===== config.mk =====
export PLATFORM = sky130hd
export DESIGN_NAME = serial_adder
export DESIGN_NICKNAME = d
export VERILOG_FILES = /design/src/rtl/sadd_pkg.sv /design/src/rtl/sadd_shreg.sv /design/src/rtl/sadd_fa.sv /design/src/rtl/sadd_seq.sv /design/src/rtl/serial_adder.sv
export SDC_FILE = /design/constraint.sdc
export NUM_CORES = 1
export LEC_CHECK = 0
export BUFFER_PORTS_ARGS = -buffer_cell sky130_fd_sc_hd__buf_2
export CAP_MARGIN = 10
export CORE_AREA = 2 2 41 43
export DETAILED_ROUTE_END_ITERATION = 8
export DIE_AREA = 0 0 43 45
export GPL_ROUTABILITY_DRIVEN = 0
export PLACE_DENSITY = 0.79
export SLEW_MARGIN = 25
export SYNTH_ARGS = -nofsm -noshare
export SYNTH_HDL_FRONTEND = slang
export SYNTH_HIERARCHICAL = 1
export SYNTH_SLANG_ARGS = --single-unit

===== constraint.sdc =====
create_clock -name clk -period 2.15 [get_ports clk]
set_input_delay 0.5375 -clock clk [delete_from_list [all_inputs] [get_ports clk]]
set_output_delay 0.5375 -clock clk [all_outputs]
set_load 0.02 [all_outputs]

===== src/rtl/sadd_pkg.sv =====
package sadd_pkg;
  typedef enum logic [1:0] {
    ACT_HOLD  = 2'd0,
    ACT_LOAD  = 2'd1,
    ACT_REARM = 2'd2,
    ACT_SHIFT = 2'd3
  } sadd_act_e;

  // Control priority: parallel load, then re-arm, then a shift if not finished.
  function automatic sadd_act_e pick_act(input logic ld, input logic rearm,
                                         input logic run, input logic fin);
    if (ld)              return ACT_LOAD;
    else if (rearm)      return ACT_REARM;
    else if (run && !fin) return ACT_SHIFT;
    else                 return ACT_HOLD;
  endfunction
endpackage


===== src/rtl/sadd_shreg.sv =====
module sadd_shreg #(
  parameter int W = 4
) (
  input  logic         clk,
  input  logic         rst_n,
  input  logic         ld,
  input  logic         sh,
  input  logic [W-1:0] par_in,
  input  logic         ser_in,
  output logic [W-1:0] q
);
  logic [W-1:0] q_d;
  logic [W-1:0] shifted;

  generate
    if (W > 1) begin : g_wide
      assign shifted = {ser_in, q[W-1:1]};
    end else begin : g_one
      assign shifted = ser_in;
    end
  endgenerate

  always_comb begin
    q_d = q;
    if (ld)      q_d = par_in;
    else if (sh) q_d = shifted;
  end

  always_ff @(posedge clk or negedge rst_n) begin
    if (!rst_n) q <= '0;
    else        q <= q_d;
  end
endmodule


===== src/rtl/sadd_fa.sv =====
module sadd_fa (
  input  logic x,
  input  logic y,
  input  logic ci,
  output logic s,
  output logic co
);
  always_comb begin
    s  = x ^ y ^ ci;
    co = (x & y) | (ci & (x ^ y));
  end
endmodule


===== src/rtl/sadd_seq.sv =====
module sadd_seq
  import sadd_pkg::*;
#(
  parameter int W = 4
) (
  input  logic      clk,
  input  logic      rst_n,
  input  logic      load_en,
  input  logic      rearm_en,
  input  logic      run_en,
  output sadd_act_e act,
  output logic      fin
);
  localparam int CNT_W = $clog2(W + 1);
  localparam logic [CNT_W-1:0] LAST = CNT_W'(W);

  logic [CNT_W-1:0] cnt_q;
  logic [CNT_W-1:0] cnt_d;

  assign fin = (cnt_q == LAST);

  always_comb begin
    act   = pick_act(load_en, rearm_en, run_en, fin);
    cnt_d = cnt_q;
    case (act)
      ACT_LOAD, ACT_REARM: cnt_d = '0;
      ACT_SHIFT:           cnt_d = cnt_q + 1'b1;
      default:             cnt_d = cnt_q;
    endcase
  end

  always_ff @(posedge clk or negedge rst_n) begin
    if (!rst_n) cnt_q <= '0;
    else        cnt_q <= cnt_d;
  end
endmodule


===== src/rtl/serial_adder.sv =====
module serial_adder
  import sadd_pkg::*;
#(
  parameter int WIDTH = 4
) (
  input  logic             clk,
  input  logic             rst_n,
  input  logic             load_en,
  input  logic             rearm_en,
  input  logic             run_en,
  input  logic [WIDTH-1:0] opa_in,
  input  logic [WIDTH-1:0] opb_in,
  input  logic             b_ser_in,
  output logic [WIDTH-1:0] acc_q,
  output logic             carry_q,
  output logic             done_q
);
  sadd_act_e    act;
  logic         fin;
  logic [WIDTH-1:0] b_q;
  logic         sum_bit;
  logic         cout;
  logic         carry_d;
  logic         do_load;
  logic         do_shift;

  assign do_load  = (act == ACT_LOAD);
  assign do_shift = (act == ACT_SHIFT);
  assign done_q   = fin;

  sadd_seq #(.W(WIDTH)) u_seq (
    .clk(clk), .rst_n(rst_n), .load_en(load_en), .rearm_en(rearm_en),
    .run_en(run_en), .act(act), .fin(fin)
  );

  sadd_fa u_fa (
    .x(acc_q[0]), .y(b_q[0]), .ci(carry_q), .s(sum_bit), .co(cout)
  );

  sadd_shreg #(.W(WIDTH)) u_areg (
    .clk(clk), .rst_n(rst_n), .ld(do_load), .sh(do_shift),
    .par_in(opa_in), .ser_in(sum_bit), .q(acc_q)
  );

  sadd_shreg #(.W(WIDTH)) u_breg (
    .clk(clk), .rst_n(rst_n), .ld(do_load), .sh(do_shift),
    .par_in(opb_in), .ser_in(b_ser_in), .q(b_q)
  );

  always_comb begin
    case (act)
      ACT_LOAD, ACT_REARM: carry_d = 1'b0;
      ACT_SHIFT:           carry_d = cout;
      default:             carry_d = carry_q;
    endcase
  end

  always_ff @(posedge clk or negedge rst_n) begin
    if (!rst_n) carry_q <= 1'b0;
    else        carry_q <= carry_d;
  end
endmodule


== After elaboration in Yosys (flattened, before gate mapping) ==
Cells that the tools add are included.
Word-level totals
  bits in registers: 12
  input port bits: 14
  output and inout port bits: 6
  logic and storage cells: 28
Operators by class
  add/sub/neg operators: 1
  equality and inequality tests: 4
  mux-type cells: 9
  bitwise logic cells: 5
  reduce and logical (&&, ||, !) cells: 5
Operators by type and width (number)
  $mux 4: 4
  $mux 2: 3
  $pmux 3 s2: 1
  $eq 2x2->1 const B: 2
  $reduce_bool 2->1: 2
  $add 3x1->3 const B: 1
  $eq 3x3->1 const B: 1
  $and 1x1->1: 2
  $eq 2x1->1 const B: 1
  $pmux 1 s2: 1
  $reduce_or 2->1: 1
  $xor 1x1->1: 2
  $logic_and 1x1->1: 1
  $logic_not 1->1: 1
  $or 1x1->1: 1

== Logic depth before layout (Yosys ltp) ==
  word-level depth: 9
  depth in mapped cells: 9
  gate-level depth less buffers: 8

== Hierarchy ==
Netlist, hierarchy kept.
By module, submodules not included
  sadd_shreg: times used 2, cells an instance 17, area each 186.4 um^2, sequential area each 100.1 um^2
  sadd_seq: times used 1, cells an instance 21, area each 214.0 um^2, sequential area each 75.1 um^2
  serial_adder: times used 1, cells an instance 5, area each 52.6 um^2, sequential area each 25.0 um^2
  sadd_fa: times used 1, cells an instance 1, area each 20.0 um^2, sequential area each 0.0 um^2

== Worst setup path before layout ==
Ideal clock, no wire load.
  kind: reg2reg
  start point: register u_seq.cnt_q[0]
  end point: register u_areg.q[0]
  library setup time: 151 ps
  arrival: 1686 ps
  data required time: 1999 ps
  setup slack: 313 ps
  stages on the path, launching flop included: 7
  clock period less this slack: 1837 ps
  path through: dfrtp_1 > inv_1 > ha_1 > a21boi_4 > a21o_1 > nor2b_1 > o21ai_1
On the way
  cells in the longest elaborated chain, start to end: 8
Ends and longest elaborated chain
  from (decl): line sadd_seq.sv:17  | logic [CNT_W-1:0] cnt_q;
  from (signal assigned): line sadd_seq.sv:34  | else cnt_q <= cnt_d;
  $eq 3x3->1 *: line sadd_seq.sv:20  | assign fin = (cnt_q == LAST);
  $logic_not 1->1 *: line sadd_pkg.sv:14  | else if (run && !fin) return ACT_SHIFT;
  $logic_and 1x1->1 *: line sadd_pkg.sv:14
  $mux 2 *: line sadd_pkg.sv:14
  $mux 2 *: line sadd_pkg.sv:13  | else if (rearm) return ACT_REARM;
  $mux 2 *: line sadd_pkg.sv:12  | if (ld) return ACT_LOAD;
  via act[0]: line serial_adder.sv:18  | sadd_act_e act;
  $eq 2x1->1 *: line serial_adder.sv:27  | assign do_load = (act == ACT_LOAD);
  via do_load: line serial_adder.sv:24  | logic do_load;
  $mux 4 / $reduce_bool 2->1 (equally long branches)
  to (signal assigned): line sadd_shreg.sv:31  | else q <= q_d;
  to (decl): line sadd_shreg.sv:10  | output logic [W-1:0] q
Mark *: on every way through the listed nets, which the timed path passes. The rest lies on a longest branch.
A chain may end at the register's enable or synchronous reset.

== Final worst setup path ==
  start point: register u_seq.cnt_q[0]
  end point: output port done_q
On the way
  cells in the longest elaborated chain, start to end: 1
Ends and longest elaborated chain
  $eq 3x3->1: line sadd_seq.sv:20
  to (decl): line serial_adder.sv:16  | output logic done_q
No other way between the ends.

==> results by group <==
Clock tree
  • H-tree lvl count: 1
  • CTS Hold Bufs: 0
  • Clk Latency, worst-skew pair: 0.26 ns
  • CTS tree: yes
  • Resized Gates After CTS: 0
  • Clk sinks: 12
  • Total CTS buffers: 3
  • Worst-path clk slew: 0.07 ns
  • Clock Tree Root: clkbuf_4
  • Post-CTS setup buffer count: 0
  • Clock Tree Buf Depth: 2

Routing
  • DR WL/cell: 11.11 um
  • First-pass DRT Iterations: 2
  • Routed via count: 490
  • Vias per cell: 4.949
  • Starting DRT DRC Count: 14
  • Drc violations: 0
  • Routed WL: 1100 um
  • Final ANT Viol Nets: 0

Layout
  • Nets: 101
  • Share of layout cells above drive strength 1: 34.94%
  • Inserted Diodes: 0
  • Commonest cells after routing, fill and taps aside: 19 x buf_2, 12 x dfrtp_1, 9 x mux2i_1, 9 x nand2_1, 8 x o21ai_1
  • Area Overhead vs Synth: 20.68%
  • Commonest non-fill, non-tap cell in the layout: buf_2

Logic synthesis
  • Simple-gate share of the synthesized area: 14.23%
  • Post-synth net total: 78
  • Mapped cell area: 659.4 um^2
  • Synth Area in Compound Gates: 13.28%
  • Largest family of logic cells by synthesized area: simple AND/OR/NAND/NOR gates
  • Mapped Avg Cell Area: 10.81 um^2
  • Synth Area in Adders: 6.831%
  • Post-Synth XOR/XNOR Area: 1.328%
  • Cell count after synthesis: 61
  • Yosys reg bits: 12
  • Synth warn: 6
  • Post-synthesis mux area share: 13.66%
  • Sequential area share after synthesis: 45.54%
  • Yosys cell types: 20

Pwr
  • Clock Power Share: 30.2%
  • Worst IR Drop VDD: 0.0002511 V
  • PD cells: 721.6 mW/mm^2
  • Int Pwr: 0.4129 mW
  • Sw Ratio: 28.08%
  • Lkg Pwr: 0.3936 nW
  • Sequential power share: 47.7%
  • Switching power: 0.1613 mW
  • Comb pwr share: 22.1%

Setup path
  • Startpoint types: register
  • RR Endpoint: u_breg/q[2]
  • R2R Setup Slk: 0.37 ns
  • Worst EP required: 1.61 ns
  • Critical Path AT: 1.27 ns
  • Worst R2R Start: u_seq/cnt_q[0]
  • Reg2Reg Depth: 8
  • Crit. End Element: primary output
  • Worst Path Max Fanout: 3
  • Critical setup path kind: register to primary output

Timing
  • Fin. Hold Viols: 0
  • Pins Over Slew Limit: 0
  • Worst-Margin Slew: 0.2704 ns
  • Fin crit share: 84.11%
  • Setup_tns: 0 ns
  • Clk_skew: 0.002623 ns
  • Max-slew headroom: 81.98%
  • Hold slack: 0.1366 ns
  • Final WS setup: 0.3416 ns
  • RSZ-0062 raised after global routing: no
  • Final min period: 1.808 ns
  • Max Freq: 0.5530 GHz
  • Final-report setup violation count: 0

Floorplanning
  • I/O Pins: 20
  • Die width: 43 um
  • Core region area: 0.001471 mm^2
  • Rows: 14
  • Die height: 45 um
  • Die ar.: 0.001935 mm^2
  • Initial Util: 44.81%

Global routing
  • Global-route wire length before repair: 1987 um
  • Largest net degree at the start of global routing: 17
  • Total GRT Usage: 13.88%
  • Initial antenna violation count: 0
  • Vias in the first global route: 469
  • Grt total ovfl: 0

Placement
  • Dpl ws: 0.3821 ns
  • DP HPWL: 865.4 um
  • PortBufs: 19

Status
  • Outcome: finished clean

Min path
  • Worst Hold Class: input port to asynchronous set/reset pin

Run
  • Max_cap viols: 0
power groups by stage:
stage	Combinational, mW	Sequential, mW	Clock (mW)
floorplan	0.0695	0.294	0
detailed placement	0.129	0.279	0
global route	0.145	0.278	0.187
CTS	0.129	0.275	0.177
finish	0.127	0.274	0.173
global placement	0.127	0.278	0
per-layer routing:
layer  wire [um]  global-route usage (%)  share of wire [%]
met4          16                   5.455                1.5
met5           0                       0                  0
met1         498                   17.77                 45
met3          57                   4.400                5.2
met2         528                   22.12                 48
flip-flops by register name (all words and copies together) (netlist names):
| name | cells |
|---|---|
| u_areg/q | 4 |
| u_breg/q | 4 |
| u_seq/cnt_q | 3 |
| carry_q | 1 |
logic make-up (layout without fill, tap and decap cells):
logic type | count (synthesis) | count (layout)
xor+xnor | 1 | 1
mux | 9 | 9
fa+ha+maj | 3 | 3
simple gates | 18 | 18
flops | 12 | 12
compound gates | 13 | 13
buf+inv | 5 | 27
worst max-delay path: stages, from the launching register on:
cell     delay [ns]
dfrtp_1        0.39
inv_1          0.06
ha_1           0.24
and2_2         0.18
buf_2          0.15
stage by stage:
stage                     cells  utilization [%]  cell area, um^2  power, mW
after global placement       95            51.62            759.5     0.4053
after detailed placement     95            51.62            759.5     0.4082
after floorplan              61                -            659.4     0.3634
final                        99            54.08            795.8     0.5742
after global routing         99            54.08            795.8     0.6104
after CTS                    99            54.08            795.8     0.5812
final cells by class:
| cell class | count | area [um^2] |
|---|---|---|
| Fill cell | 147 | 675.6 |
| Multi-Input combinational cell | 44 | 325.3 |
| Sequential cell | 12 | 300.3 |
| Timing Repair Buffer | 20 | 102.6 |
| Clock buffer | 4 | 36.28 |
| Tap cell | 16 | 20.02 |
| Inverter | 3 | 11.26 |
cell usage after synthesis (all sizes together):
cell type	n	area (um^2)
and2	2	16.27
inv	3	11.26
xnor2	1	8.760
nor2	3	11.26
nand2	9	33.78
o21ai	9	45.04
a211oi	1	7.510
ha	2	25.02
mux2i	9	90.09
nor2b	1	6.260
dfrtp	12	300.3
or2	1	6.260
a22o	1	8.760
buf	2	22.52
a21boi	1	18.77
fa	1	20.02
a21o	1	7.510
nor3	2	20.02
worst max path at each step:
stage / start / to / slack (ns)
after floorplan: u_seq/cnt_q[0] / u_areg/q[0] / 0.31
after global placement: u_seq/cnt_q[0] / u_breg/q[0] / 0.45
after detailed placement: u_seq/cnt_q[0] / u_breg/q[2] / 0.38
after CTS: u_seq/cnt_q[0] / done_q / 0.33
after global routing: u_seq/cnt_q[0] / u_breg/q[2] / 0.19
final: u_seq/cnt_q[0] / done_q / 0.34
(Power assumes the default switching activity.)
